## src/rtl/bpm_pkg.sv

```systemverilog
package bpm_pkg;

    typedef enum logic [1:0] {
        CAUSE_NONE = 2'b00,
        CAUSE_CE   = 2'b01,
        CAUSE_MAP  = 2'b10,
        CAUSE_NOCE = 2'b11
    } cause_e;

    localparam logic [1:0] PERM_RW = 2'b00;
    localparam logic [1:0] PERM_RO = 2'b01;

    localparam logic [1:0] REG_CTRL = 2'd0;
    localparam logic [1:0] REG_PERM = 2'd1;
    localparam logic [1:0] REG_MAP  = 2'd2;

    // bit 2: missing-enable rule off, bit 1: region rule off, bit 0: enable rule off
    typedef struct packed {
        logic noce_off;
        logic map_off;
        logic ce_off;
    } ctrl_t;

    localparam ctrl_t CTRL_RESET = '{noce_off: 1'b1, map_off: 1'b0, ce_off: 1'b0};

    typedef struct packed {
        logic evt;
        logic is_wr;
    } acc_t;

    typedef struct packed {
        logic noce;
        logic ce;
        logic map;
    } viol_t;

    function automatic logic perm_forbids(input logic [1:0] perm, input logic is_wr);
        if (perm == PERM_RW)      return 1'b0;
        else if (perm == PERM_RO) return is_wr;
        else                      return 1'b1;
    endfunction

    function automatic cause_e pick_cause(input viol_t v);
        if (v.noce)     return CAUSE_NOCE;
        else if (v.ce)  return CAUSE_CE;
        else if (v.map) return CAUSE_MAP;
        else            return CAUSE_NONE;
    endfunction

endpackage

```

## src/rtl/bpm_cfg_regs.sv

```systemverilog
module bpm_cfg_regs
    import bpm_pkg::*;
#(
    parameter int NUM_CE     = 12,
    parameter int NUM_REGION = 32,
    parameter int DATA_W     = 32
) (
    input  logic                  clk,
    input  logic                  rst,
    input  logic                  we,
    input  logic [1:0]            waddr,
    input  logic [DATA_W-1:0]     wdata,
    output ctrl_t                 ctrl,
    output logic [2*NUM_CE-1:0]   perm,
    output logic [NUM_REGION-1:0] map_en
);
    localparam int PERM_W = 2 * NUM_CE;

    always_ff @(posedge clk) begin
        if (rst) begin
            ctrl   <= CTRL_RESET;
            perm   <= '0;
            map_en <= '1;
        end else if (we) begin
            case (waddr)
                REG_CTRL: ctrl   <= ctrl_t'(wdata[2:0]);
                REG_PERM: perm   <= wdata[PERM_W-1:0];
                REG_MAP:  map_en <= wdata[NUM_REGION-1:0];
                default:  ;
            endcase
        end
    end


    reset_values_chk: assert property (@(posedge clk) disable iff (rst)
        $past(rst) |-> (perm == '0 && map_en == '1 && ctrl == CTRL_RESET));


    unused_addr_chk: assert property (@(posedge clk) disable iff (rst)
        (we && waddr == 2'd3) |=> ($stable(perm) && $stable(map_en) && $stable(ctrl)));

endmodule

```

## src/rtl/bpm_access_detect.sv

```systemverilog
module bpm_access_detect
    import bpm_pkg::*;
(
    input  logic clk,
    input  logic rst,
    input  logic rd,
    input  logic wr,
    output acc_t acc
);
    logic rd_q;
    logic wr_q;

    always_ff @(posedge clk) begin
        if (rst) begin
            rd_q <= 1'b0;
            wr_q <= 1'b0;
        end else begin
            rd_q <= rd;
            wr_q <= wr;
        end
    end

    always_comb begin
        acc.evt   = (rd && !rd_q) || (wr && !wr_q);
        acc.is_wr = wr;
    end


    held_strobe_chk: assert property (@(posedge clk) disable iff (rst)
        (!$past(rst) && rd == $past(rd) && wr == $past(wr)) |-> !acc.evt);


    evt_needs_strobe_chk: assert property (@(posedge clk) disable iff (rst)
        acc.evt |-> (rd || wr));

endmodule

```

## src/rtl/bpm_check.sv

```systemverilog
module bpm_check
    import bpm_pkg::*;
#(
    parameter int              ADDR_W       = 20,
    parameter int              NUM_CE       = 12,
    parameter int              MON_CE       = 9,
    parameter int              REGION_SHIFT = 15,
    parameter int              NUM_REGION   = 32,
    parameter logic [ADDR_W-1:0] IRAM_BASE  = '0,
    parameter logic [ADDR_W-1:0] IRAM_SIZE  = 'h2000
) (
    input  logic                  clk,
    input  logic                  rst,
    input  acc_t                  acc,
    input  logic [ADDR_W-1:0]     addr,
    input  logic [NUM_CE-1:0]     ce,
    input  ctrl_t                 ctrl,
    input  logic [2*NUM_CE-1:0]   perm,
    input  logic [NUM_REGION-1:0] map_en,
    output cause_e                cause
);
    localparam int RIDX_W = ADDR_W - REGION_SHIFT;

    logic [NUM_CE-1:0]     ce_bad;
    logic [RIDX_W-1:0]     ridx;
    logic [ADDR_W-1:0]     iram_off;
    logic                  in_iram;
    logic                  mon_hit;
    viol_t                 viol;

    for (genvar i = 0; i < NUM_CE; i++) begin : g_ce
        assign ce_bad[i] = ce[i] && perm_forbids(perm[2*i +: 2], acc.is_wr);
    end

    always_comb begin
        ridx      = addr[ADDR_W-1:REGION_SHIFT];
        iram_off  = addr - IRAM_BASE;
        in_iram   = iram_off < IRAM_SIZE;
        mon_hit   = ce[MON_CE];
        viol.noce = (ce == '0) && !ctrl.noce_off;
        viol.ce   = (|ce_bad) && !ctrl.ce_off;
        viol.map  = !map_en[ridx] && !in_iram && !ctrl.map_off;
        cause     = mon_hit ? CAUSE_NONE : pick_cause(viol);
    end


    iram_no_map_chk: assert property (@(posedge clk) disable iff (rst)
        (cause == CAUSE_MAP) |-> !in_iram);


    noce_only_idle_chk: assert property (@(posedge clk) disable iff (rst)
        (cause == CAUSE_NOCE) |-> (ce == '0));


    ce_needs_enable_chk: assert property (@(posedge clk) disable iff (rst)
        (cause == CAUSE_CE) |-> (ce != '0 && !ctrl.ce_off));


    reserved_ce_chk: assert property (@(posedge clk) disable iff (rst)
        (cause != CAUSE_NONE) |-> !ce[MON_CE]);

endmodule

```

## src/rtl/bpm_report_pipe.sv

```systemverilog
module bpm_report_pipe
    import bpm_pkg::*;
#(
    parameter int DEPTH = 3
) (
    input  logic   clk,
    input  logic   rst,
    input  logic   evt,
    input  cause_e cause_in,
    output logic   brk_valid,
    output cause_e brk_cause
);
    cause_e stage [DEPTH];

    for (genvar s = 0; s < DEPTH; s++) begin : g_stage
        if (s == 0) begin : g_head
            always_ff @(posedge clk) begin
                if (rst)      stage[0] <= CAUSE_NONE;
                else if (evt) stage[0] <= cause_in;
            end
        end else begin : g_body
            always_ff @(posedge clk) begin
                if (rst)      stage[s] <= CAUSE_NONE;
                else if (evt) stage[s] <= stage[s-1];
            end
        end
    end

    always_ff @(posedge clk) begin
        if (rst) begin
            brk_valid <= 1'b0;
            brk_cause <= CAUSE_NONE;
        end else begin
            brk_valid <= evt && (stage[DEPTH-1] != CAUSE_NONE);
            brk_cause <= evt ? stage[DEPTH-1] : CAUSE_NONE;
        end
    end


    pulse_has_cause_chk: assert property (@(posedge clk) disable iff (rst)
        brk_valid |-> (brk_cause != CAUSE_NONE));

endmodule

```

## src/rtl/bus_prot_monitor.sv

```systemverilog
module bus_prot_monitor
    import bpm_pkg::*;
#(
    parameter int                ADDR_W       = 20,
    parameter int                NUM_CE       = 12,
    parameter int                MON_CE       = 9,
    parameter int                REGION_SHIFT = 15,
    parameter int                DATA_W       = 32,
    parameter int                REPORT_DEPTH = 3,
    parameter logic [ADDR_W-1:0] IRAM_BASE    = '0,
    parameter logic [ADDR_W-1:0] IRAM_SIZE    = 'h2000
) (
    input  logic              clk,
    input  logic              rst,
    input  logic [ADDR_W-1:0] bus_addr,
    input  logic              bus_rd,
    input  logic              bus_wr,
    input  logic [NUM_CE-1:0] bus_ce,
    input  logic              cfg_we,
    input  logic [1:0]        cfg_addr,
    input  logic [DATA_W-1:0] cfg_wdata,
    output logic              brk_valid,
    output logic [1:0]        brk_cause
);
    localparam int NUM_REGION = 1 << (ADDR_W - REGION_SHIFT);

    ctrl_t                 ctrl;
    logic [2*NUM_CE-1:0]   perm;
    logic [NUM_REGION-1:0] map_en;
    acc_t                  acc;
    cause_e                cause;
    cause_e                rep_cause;

    bpm_cfg_regs #(
        .NUM_CE     (NUM_CE),
        .NUM_REGION (NUM_REGION),
        .DATA_W     (DATA_W)
    ) i_regs (
        .clk    (clk),
        .rst    (rst),
        .we     (cfg_we),
        .waddr  (cfg_addr),
        .wdata  (cfg_wdata),
        .ctrl   (ctrl),
        .perm   (perm),
        .map_en (map_en)
    );

    bpm_access_detect i_detect (
        .clk (clk),
        .rst (rst),
        .rd  (bus_rd),
        .wr  (bus_wr),
        .acc (acc)
    );

    bpm_check #(
        .ADDR_W       (ADDR_W),
        .NUM_CE       (NUM_CE),
        .MON_CE       (MON_CE),
        .REGION_SHIFT (REGION_SHIFT),
        .NUM_REGION   (NUM_REGION),
        .IRAM_BASE    (IRAM_BASE),
        .IRAM_SIZE    (IRAM_SIZE)
    ) i_check (
        .clk    (clk),
        .rst    (rst),
        .acc    (acc),
        .addr   (bus_addr),
        .ce     (bus_ce),
        .ctrl   (ctrl),
        .perm   (perm),
        .map_en (map_en),
        .cause  (cause)
    );

    bpm_report_pipe #(
        .DEPTH (REPORT_DEPTH)
    ) i_pipe (
        .clk       (clk),
        .rst       (rst),
        .evt       (acc.evt),
        .cause_in  (cause),
        .brk_valid (brk_valid),
        .brk_cause (rep_cause)
    );

    assign brk_cause = rep_cause;


    pulse_on_access_chk: assert property (@(posedge clk) disable iff (rst)
        brk_valid |-> $past(acc.evt));

endmodule

```

## config.mk

```make
export PLATFORM = sky130hd
export DESIGN_NAME = bus_prot_monitor
export DESIGN_NICKNAME = d
export VERILOG_FILES = /design/src/rtl/bpm_pkg.sv /design/src/rtl/bpm_cfg_regs.sv /design/src/rtl/bpm_access_detect.sv /design/src/rtl/bpm_check.sv /design/src/rtl/bpm_report_pipe.sv /design/src/rtl/bus_prot_monitor.sv
export SDC_FILE = /design/constraint.sdc
export NUM_CORES = 1
export LEC_CHECK = 0
export ABC_CLOCK_PERIOD_IN_PS = 3700
export BUFFER_PORTS_ARGS = -buffer_cell sky130_fd_sc_hd__buf_4
export CORE_ASPECT_RATIO = 1.25
export CORE_UTILIZATION = 57
export DETAILED_ROUTE_END_ITERATION = 7
export PLACE_DENSITY_LB_ADDON = 0.25
export REMOVE_ABC_BUFFERS = 1
export SYNTH_ARGS = -nofsm -noshare
export SYNTH_HDL_FRONTEND = slang
export SYNTH_SLANG_ARGS = --single-unit
```

## constraint.sdc

```tcl
create_clock -name clk -period 3.7 [get_ports clk]
set_input_delay 0.74 -clock clk [delete_from_list [all_inputs] [get_ports clk]]
set_output_delay 0.74 -clock clk [all_outputs]
set_load 0.05 [all_outputs]
```

# Word level (Yosys, flattened, before mapping)
# Memory sizes are Yosys's and may differ from the RTL's.
# Index checks and enable logic that the tools add are counted.
word_totals:
  latch_bits: 0
  ramBits: 6
  mem_bits_ro: 0
  n_memories: 1
  out_inout_bits: 3
  register_bits: 64
  word_cells: 115
mem_list:
  columns: ["memory", "words", "width", "rd", "rd_clocked_by_memory_dff", "wr", "line", "rtl"]
  rows:
  - ["i_pipe.stage", 3, 2, 3, 0, 3, "bpm_report_pipe.sv:13", "cause_e stage [DEPTH];"]
classes:
  addsub: 0
  n_shift: 0
  n_eq_ne: 14
  magnitude_cmp: 2
  n_mul: 0
  n_mux: 38
  bitwise_logic: 4
  n_reduce_logical: 47
  n_div: 0
ops:
  columns: ["operator", "n"]
  rows:
  - ["$mux W1", 30]
  - ["$eq A2 B1 Y1 const B", 13]
  - ["$logic_not A2 Y1", 13]
  - ["$lt A20 B14 Y1 const B", 1]
  - ["$logic_and A1 B1 Y1", 19]
  - ["$mux W2", 7]
  - ["$logic_not A12 Y1", 1]
  - ["$reduce_or A12 Y1", 1]
  - ["$logic_not A1 Y1", 7]
  - ["$lt A5 B6 Y1 const B", 1]
  - ["$reduce_and A2 Y1", 3]
  - ["$bmux W1 S5", 1]
  - ["$or A1 B1 Y1", 3]
  - ["$eq A2 B2 Y1 const B", 1]
  - ["$reduce_bool A2 Y1", 1]
  - ["$reduce_or A2 Y1", 1]
  - ["$logic_or A1 B1 Y1", 1]
  - ["$not A1 Y1", 1]

# Longest topological paths before layout
# Gate-level depths: netlist (run 1).
logic_depth:
  ltp_word: 10
  ltp_mapped: 6

# Modules after synthesis
# Synthesis (run 1) repeated with hierarchy kept, for this count alone.
hier_totals:
  hier_cells: 336
  hier_area_um2: 3382.0
modules_own_cells:
  columns: ["module", "area_each_um2", "cells_each", "seq_area_each_um2", "instances"]
  rows:
  - ["bpm_cfg_regs", 2496.1, 257, 1181.1, 1]
  - ["bpm_check", 493.0, 51, 0.0, 1]
  - ["bpm_report_pipe", 317.8, 20, 240.2, 1]
  - ["bpm_access_detect", 75.1, 8, 40.0, 1]

# Worst setup path after synthesis (run 1)
# Ideal clock, no wire load.
synth_timing:
  path_type: "input port to flip-flop"
  startpoint: "in bus_addr[15]"
  endpoint: "mem i_pipe.stage[0][1] in the netlist's numbering, data pin"
  path_stages: 5
  t_required_ps: 3569
  n_path_buf: 1
  t_arrival_ps: 1926
  setup_slack_ps: 1643
  path_cell_list: "buf_6 mux4_1 mux2_2 o211ai_2 a31o_1"
synth_rtl:
  columns: ["item", "line", "rtl"]
  rows:
  - ["start: declaration", "bus_prot_monitor.sv:15", "input logic [ADDR_W-1:0] bus_addr,"]
  - ["end: declaration", "bpm_report_pipe.sv:13", null]

==> qor.csv, run 1 <==
metric,value,unit
ys_warn_count,0,
synth_compound_gate_area_share,0.1036,
p_leak,1.584,nW
grt_antenna_before_repair,0,
finalMaxSlewViolations,0,
synth-simple-area-share,0.2921,
synth-seq-cells,70,
holdBufCountCts,0,
wl_per_cell,15.05,um
setup_viol,0,
start_util,0.5919,
grt_max_degree,64,
path_buf_inv,1,
cts-resized-gates,0,
rsz0062_at_grt,false,
synth_area_leaders,"dfxtp_1 (43%), nand2_1 (14%), nand3b_1 (9.0%)",
clock_path_buffers,2,
worstSetupPathType,in2reg,
routed_wl,6922,um
powerDensity,446.0,nW/um2
fin_tns_setup,0,ps
cp_slowest_stage_delay,530,ps
ys.flop_type,dfxtp_1,
numCtsBuffers,9,
synth_xor_area_frac,0,
dieArea,5571,um2
worst_slew_pin_slew,1033,ps
synthArstFlopShare,0,
die_w,66.96,um
gp_congestion,0.8524,
synth_top_area_frac,0.4261,
clk_latency,350,ps
hold_start,i_regs.perm[16],
whs,456.1,ps
synth_mux_area_frac,0.07907,
area_growth,21.60,%
arrival,2190,ps
reg2reg_from,i_detect.rd_q,
drc,0,
cap_violations,0,
synth_top_family_by_area,simple AND/OR/NAND/NOR gates,
ir_drop,0.2839,mV
port_buffers,60,
seq_area_frac_synth,0.4861,
cp-end-kind,flop,
clk_pin_slew_worst_paths,70,ps
finClkSkew,4.781,ps
grt_pass1_wl,11110,um
status,"complete, no violations",
synth-edff-count,6,
hold_path_class,reg2reg,
grt_pass1_vias,2488,
synth_top_cells_by_count,"nand2_1 (114), dfxtp_1 (64), nand3b_1 (36), a21oi_1 (33), clkbuf_1 (21)",
ios,74,
hold_viol,0,
crit_family,multiplexers,
drt_pass1_iterations,4,
die_height,83.20,um
vias,2543,
htree_levels,3,
cp-startpoint,bus_addr[15],
syn-cell-area,3007,um2
synth_fa_ha_area_frac,0,
yosysMostFrequentCell,nand2_1,
cpMaxStageDelayCell,mux4_2,
cts_num_sinks,70,
synth_top_area_cell,dfxtp_1,
clockRootBuffer,clkbuf_8,
drive_above_1_share,0.2060,
cts_setup_buffers,0,
num-nets-final,464,
viasPerCell,5.528,
fin_crit_sh,0.5323,
antenna_cells,0,
start_kind,primary input,
synth_cell_types,33,
max_freq,507.7,MHz
avgSynthCellArea,8.766,um2
crit_fanout,10,
crit_required,3920,ps
slew_headroom,0.3093,
hpwl,4529,um
drtIter0Drc,193,
grt_usage,0.2713,
min_period,1970,ps
netlist_instances,343,
ant_nets,0,
crit_chain,buf_4 -> mux4_2 -> mux2i_1 -> nor3_1 -> a311oi_1 -> a31o_1,
cts_tree,built,
rows,29,
grt_overflow,0,
core,5080,um2
==> power breakdown <==
group,internal [mW],switching [mW]
Sequential,0.800,0.0147
Combinational,0.0938,0.0957
Clock,0.348,0.279
==> cell type report <==
type                    count  area, um2
flip-flops and latches     70       1461
multi-input cells         244       1428
inverters                   6      22.52
clock buffers              13      158.9
fillers                   423       1424
clock inverters             3      42.54
well taps                  62      77.57
repair buffers             62      465.4
==> cells in the final DEF, fill, tap and decap left out, types with 2 or more instances in the layout <==
cell type	n
clkbuf_1	2
clkbuf_8	11
mux4_2	2
and3b_1	2
a21oi_1	33
nor2_1	4
nand2_1	114
edfxtp_1	6
mux4_1	5
inv_1	6
nand3b_1	36
o22ai_1	3
nor3b_1	2
a21o_1	6
mux2i_1	5
dfxtp_1	64
a221oi_1	3
nor2b_1	4
nor4_1	3
nand2b_1	3
buf_4	62
nor3_1	3
and2_1	6
==> worst min-delay path: stages, from the launching register on <==
cell     delay [ps]
dfxtp_1         310
nand2_1          50
a21oi_1          50
==> state kept, by name, summed over array words and instances, names as in the netlist <==
| signal | flops |
|---|---|
| i_regs.perm | 24 |
| i_regs.map_en | 32 |
| i_regs.ctrl | 3 |
| i_detect.wr_q | 1 |
| i_pipe.brk_cause | 2 |
| i_pipe.stage | 6 |
| i_pipe.brk_valid | 1 |
| i_detect.rd_q | 1 |
==> metrics by stage <==
| step | area (um2) | util | total power, mW | cells | setup slack (ps) |
|---|---|---|---|---|---|
| finish | 3656 | 0.7197 | 1.631 | 460 | 1731 |
| global route | 3656 | 0.7197 | 1.695 | 460 | 1652 |
| CTS | 3656 | 0.7197 | 1.637 | 460 | 1782 |
| detailed placement | 3455 | 0.6800 | 1.021 | 444 | 1418 |
| global placement | 3455 | 0.6800 | 1.016 | 444 | 1388 |
| floorplan | 2912 | - | 0.9204 | 320 | 1788 |
==> worst paths after layout <==
kind / to / slack (ps) / cells after the start
max: i_pipe.stage[0][1] / 1730 / 6
min: i_regs.perm[16] / 460 / 2
max reg2reg: i_pipe.stage[0][1] / 2040 / 5
min reg2reg: i_regs.perm[16] / 460 / 2
==> kinds of logic (layout without fill, tap and decap cells) <==
family	after synthesis	count (layout)
flip-flops	70	70
multiplexers	13	13
AO/OA/AOI/OAI	51	51
AND/OR/NAND/NOR	180	180
buffers and inverters	29	84
==> metal layers <==
layer  GRT usage  wire [um]  vias to the layer above
li1            -          -                     1269
met1      0.3325       2984                     1197
met2      0.4288       3412                       61
met3     0.05632        313                       16
met4      0.1586        212                        0
met5           0          0                        -
(Power assumes the default switching activity.)
==> inputs of run 2 (changes only) <==
--- a/config.mk
+++ b/config.mk
@@ -5,10 +5,11 @@
 export SDC_FILE = /design/constraint.sdc
 export NUM_CORES = 1
 export LEC_CHECK = 0
-export ABC_CLOCK_PERIOD_IN_PS = 3700
+export ABC_AREA = 1
+export ABC_CLOCK_PERIOD_IN_PS = 1660
 export BUFFER_PORTS_ARGS = -buffer_cell sky130_fd_sc_hd__buf_4
 export CORE_ASPECT_RATIO = 1.25
-export CORE_UTILIZATION = 57
+export CORE_UTILIZATION = 48
 export DETAILED_ROUTE_END_ITERATION = 7
 export PLACE_DENSITY_LB_ADDON = 0.25
 export REMOVE_ABC_BUFFERS = 1
==> constraint.sdc (replaced) <==
create_clock -name clk -period 1.66 [get_ports clk]
set_input_delay 0.332 -clock clk [delete_from_list [all_inputs] [get_ports clk]]
set_output_delay 0.332 -clock clk [all_outputs]
set_load 0.05 [all_outputs]
==> run 2 against run 1 <==
Sequential power grew 120%. Register-to-register slack worse by 1800 ps. Cell count up 27%. Non-clock buffer count increased by 5. Critical path depth up 3. Synthesized cell count up 27%. Critical endpoint unchanged. Core utilization decreased by 10 points.
==> qor.csv, run 2 <==
metric,value,unit,change
syn-cell-area,3075,um2,+2.3%
die_w,73.60,um,+9.9%
pwr-share-seq,0.502,,+0.002
grt_pass1_wl,11980,um,+7.8%
htree_levels,3,,unchanged
seq_area,1461,um2,unchanged
clock_path_buffers,2,,unchanged
crit_required,1870,ps,-2050 ps
cap_violations,0,,unchanged
power.switching,953.1,uW,+150%
core,6166,um2,+21%
cts_num_sinks,70,,unchanged
vias,2875,,+13%
clockRootBuffer,clkbuf_8,,
rows,32,,+10%
multi_input_area,1311,um2,-8.2%
min_period,1442,ps,
clk_latency,340,ps,about the same
yosysMostFrequentCell,nand2_1,,
cts-resized-gates,0,,unchanged
hold_start,rst,,
rsz0062_at_grt,false,,
routed_wl,7028,um,+1.5%
hold_viol,0,,unchanged
cts_setup_buffers,0,,unchanged
powerDensity,957.7,nW/um2,+110%
holdBufCountCts,0,,unchanged
ant_nets,0,,unchanged
worst_slew_pin_slew,569.1,ps,-463.8 ps
final_area,3799,um2,+3.9%
grt_overflow,0,,unchanged
crit_fanout,2,,-8
crit_top_cell,nand2_1,,
slew_headroom,0.6200,,+0.3107
avgSynthCellArea,7.086,um2,-19%
cp-startpoint,i_regs.perm[13],,
arrival,1650,ps,-540 ps
netlist_instances,434,,+27%
synth_top_area_frac,0.4166,,-0.009535
timing.final.ws_setup,218.1,ps,-1512 ps
dieArea,6734,um2,+21%
start_kind,flop,,
max_freq,693.6,MHz,
total_power,3.638,mW,+120%
synth_top_area_cell,dfxtp_1,,
p_int,2.685,mW,+120%
grt_usage,0.2329,,-0.03841
worstSetupPathType,reg2reg,,
clockPowerShare,0.365,,-0.019
hold_path_class,in2reg,,
drtIter0Drc,205,,+6.2%
reg2reg_from,i_regs.perm[13],,
dp.cells,566,,+27%
drive_above_1_share,0.1952,,-0.01086
ios,74,,unchanged
grt_max_degree,37,,-42%
synth_area_leaders,"dfxtp_1 (42%), nand2_1 (15%), nor2_1 (6.8%)",,
status,"complete, no violations",,
ir_drop,0.5293,mV,+86%
cts_tree,built,,
gp_congestion,0.8053,,-5.5%
cp-end-kind,flop,,
final_cell_mix,"nand2_1 (120), buf_4 (65), dfxtp_1 (64), nor2_1 (56), inv_1 (45)",,
largest_reg_flops,32,,unchanged
drt_pass1_iterations,4,,unchanged
seq_area_frac_synth,0.4752,,-0.01088
whs,166.1,ps,-290.0 ps
synthArstFlopShare,0,,unchanged
comb_power_share,0.133,,+0.017
grt_pass1_vias,2776,,+12%
dp_worst_setup_slack,19.43,ps,-1399 ps
hpwl,5036,um,+11%
port_buffers,60,,unchanged
drc,0,,unchanged
start_util,0.4988,,-0.09309
largest-register,i_regs.map_en,,
final_cells,582,,+27%
nFillCells,616,,+46%
fin_util,0.6161,,-0.1036
synth_cell_types,22,,-33%
finalMaxSlewViolations,0,,unchanged
synth_top_cells_by_count,"nand2_1 (120), dfxtp_1 (64), nor2_1 (56), inv_1 (45), nand3_1 (36)",,
setup_viol,0,,unchanged
swShare,0.2620,,+0.02347
clk_pin_slew_worst_paths,80,ps,about the same
numCtsBuffers,9,,unchanged
fin_tns_setup,0,ps,unchanged
antenna_cells,0,,unchanged
ys_warn_count,0,,unchanged
layout_commonest_cell,nand2_1,,
cpMaxStageDelayCell,dfxtp_1,,
p_leak,1.860,nW,+17%
wl_per_cell,12.08,um,-20%
viasPerCell,4.940,,-11%
die_height,91.50,um,+10%
num-nets-final,563,,+21%
synth-edff-count,6,,unchanged
top_regs,"i_regs.map_en (32), i_regs.perm (24), i_pipe.stage (6)",,
grt_antenna_before_repair,0,,unchanged
area_growth,23.51,%,
ys.flop_type,dfxtp_1,,
fin_crit_sh,0.8686,,
synth-seq-cells,70,,unchanged
cp_slowest_stage_delay,300,ps,-230 ps
dpl_cell_area,3610,um2,+4.5%
crit_chain,inv_1 -> nand2_1 -> nand2_1 -> nand2_1 -> nor2_1 -> nand3_1 -> a21oi_1 -> nand3_1 -> a21oi_2,,
finClkSkew,5.068,ps,+0.2863 ps
## run 2: path summary, 6_finish.rpt
kind,end,slack (ps),cells after the start
worst max-delay path,i_pipe.stage[0][1],220,9
worst min-delay path,i_detect.wr_q,170,2
worst max register to register,i_pipe.stage[0][1],220,9
worst min register to register,i_regs.perm[11],450,2
## run 2: cell families after synthesis
| group | after synthesis | share of synthesized area |
|---|---|---|
| buf+inv | 74 | 0.1005 |
| simple gates | 223 | 0.2970 |
| flops | 70 | 0.4752 |
| compound gates | 67 | 0.1273 |
## run 2: metal layers
layer,track usage,vias up,wire length [um]
met3,0.03774,14,336
met5,0,-,0
li1,-,1499,-
met1,0.2821,1292,3066
met2,0.3869,70,3449
met4,0.1234,0,176
## run 2: area by class of cell
class                      count  share of cell area
sequential                    70              0.3847
multi-input combinational    290              0.3452
timing repair buffer          67              0.1390
inverter                      54             0.05336
clock buffer                   9             0.03261
tap                           85             0.02800
clock inverter                 7             0.01713
## run 2: power groups by stage
stage / sequential, mW / combinational (mW) / clock (mW)
after global routing: 1.83 / 0.547 / 1.41
after floorplan: 1.87 / 0.241 / 0
final: 1.82 / 0.484 / 1.33
after CTS: 1.83 / 0.486 / 1.34
after global placement: 1.86 / 0.476 / 0
after detailed placement: 1.86 / 0.484 / 0
## run 2: critical path, delay by kind of cell, from the launching register on
family                 cells  cell delay (ps)
and+or+nand+nor            6              620
buffers and inverters      1               60
AOI/OAI and AO/OA          2              320
DFF                        1              300
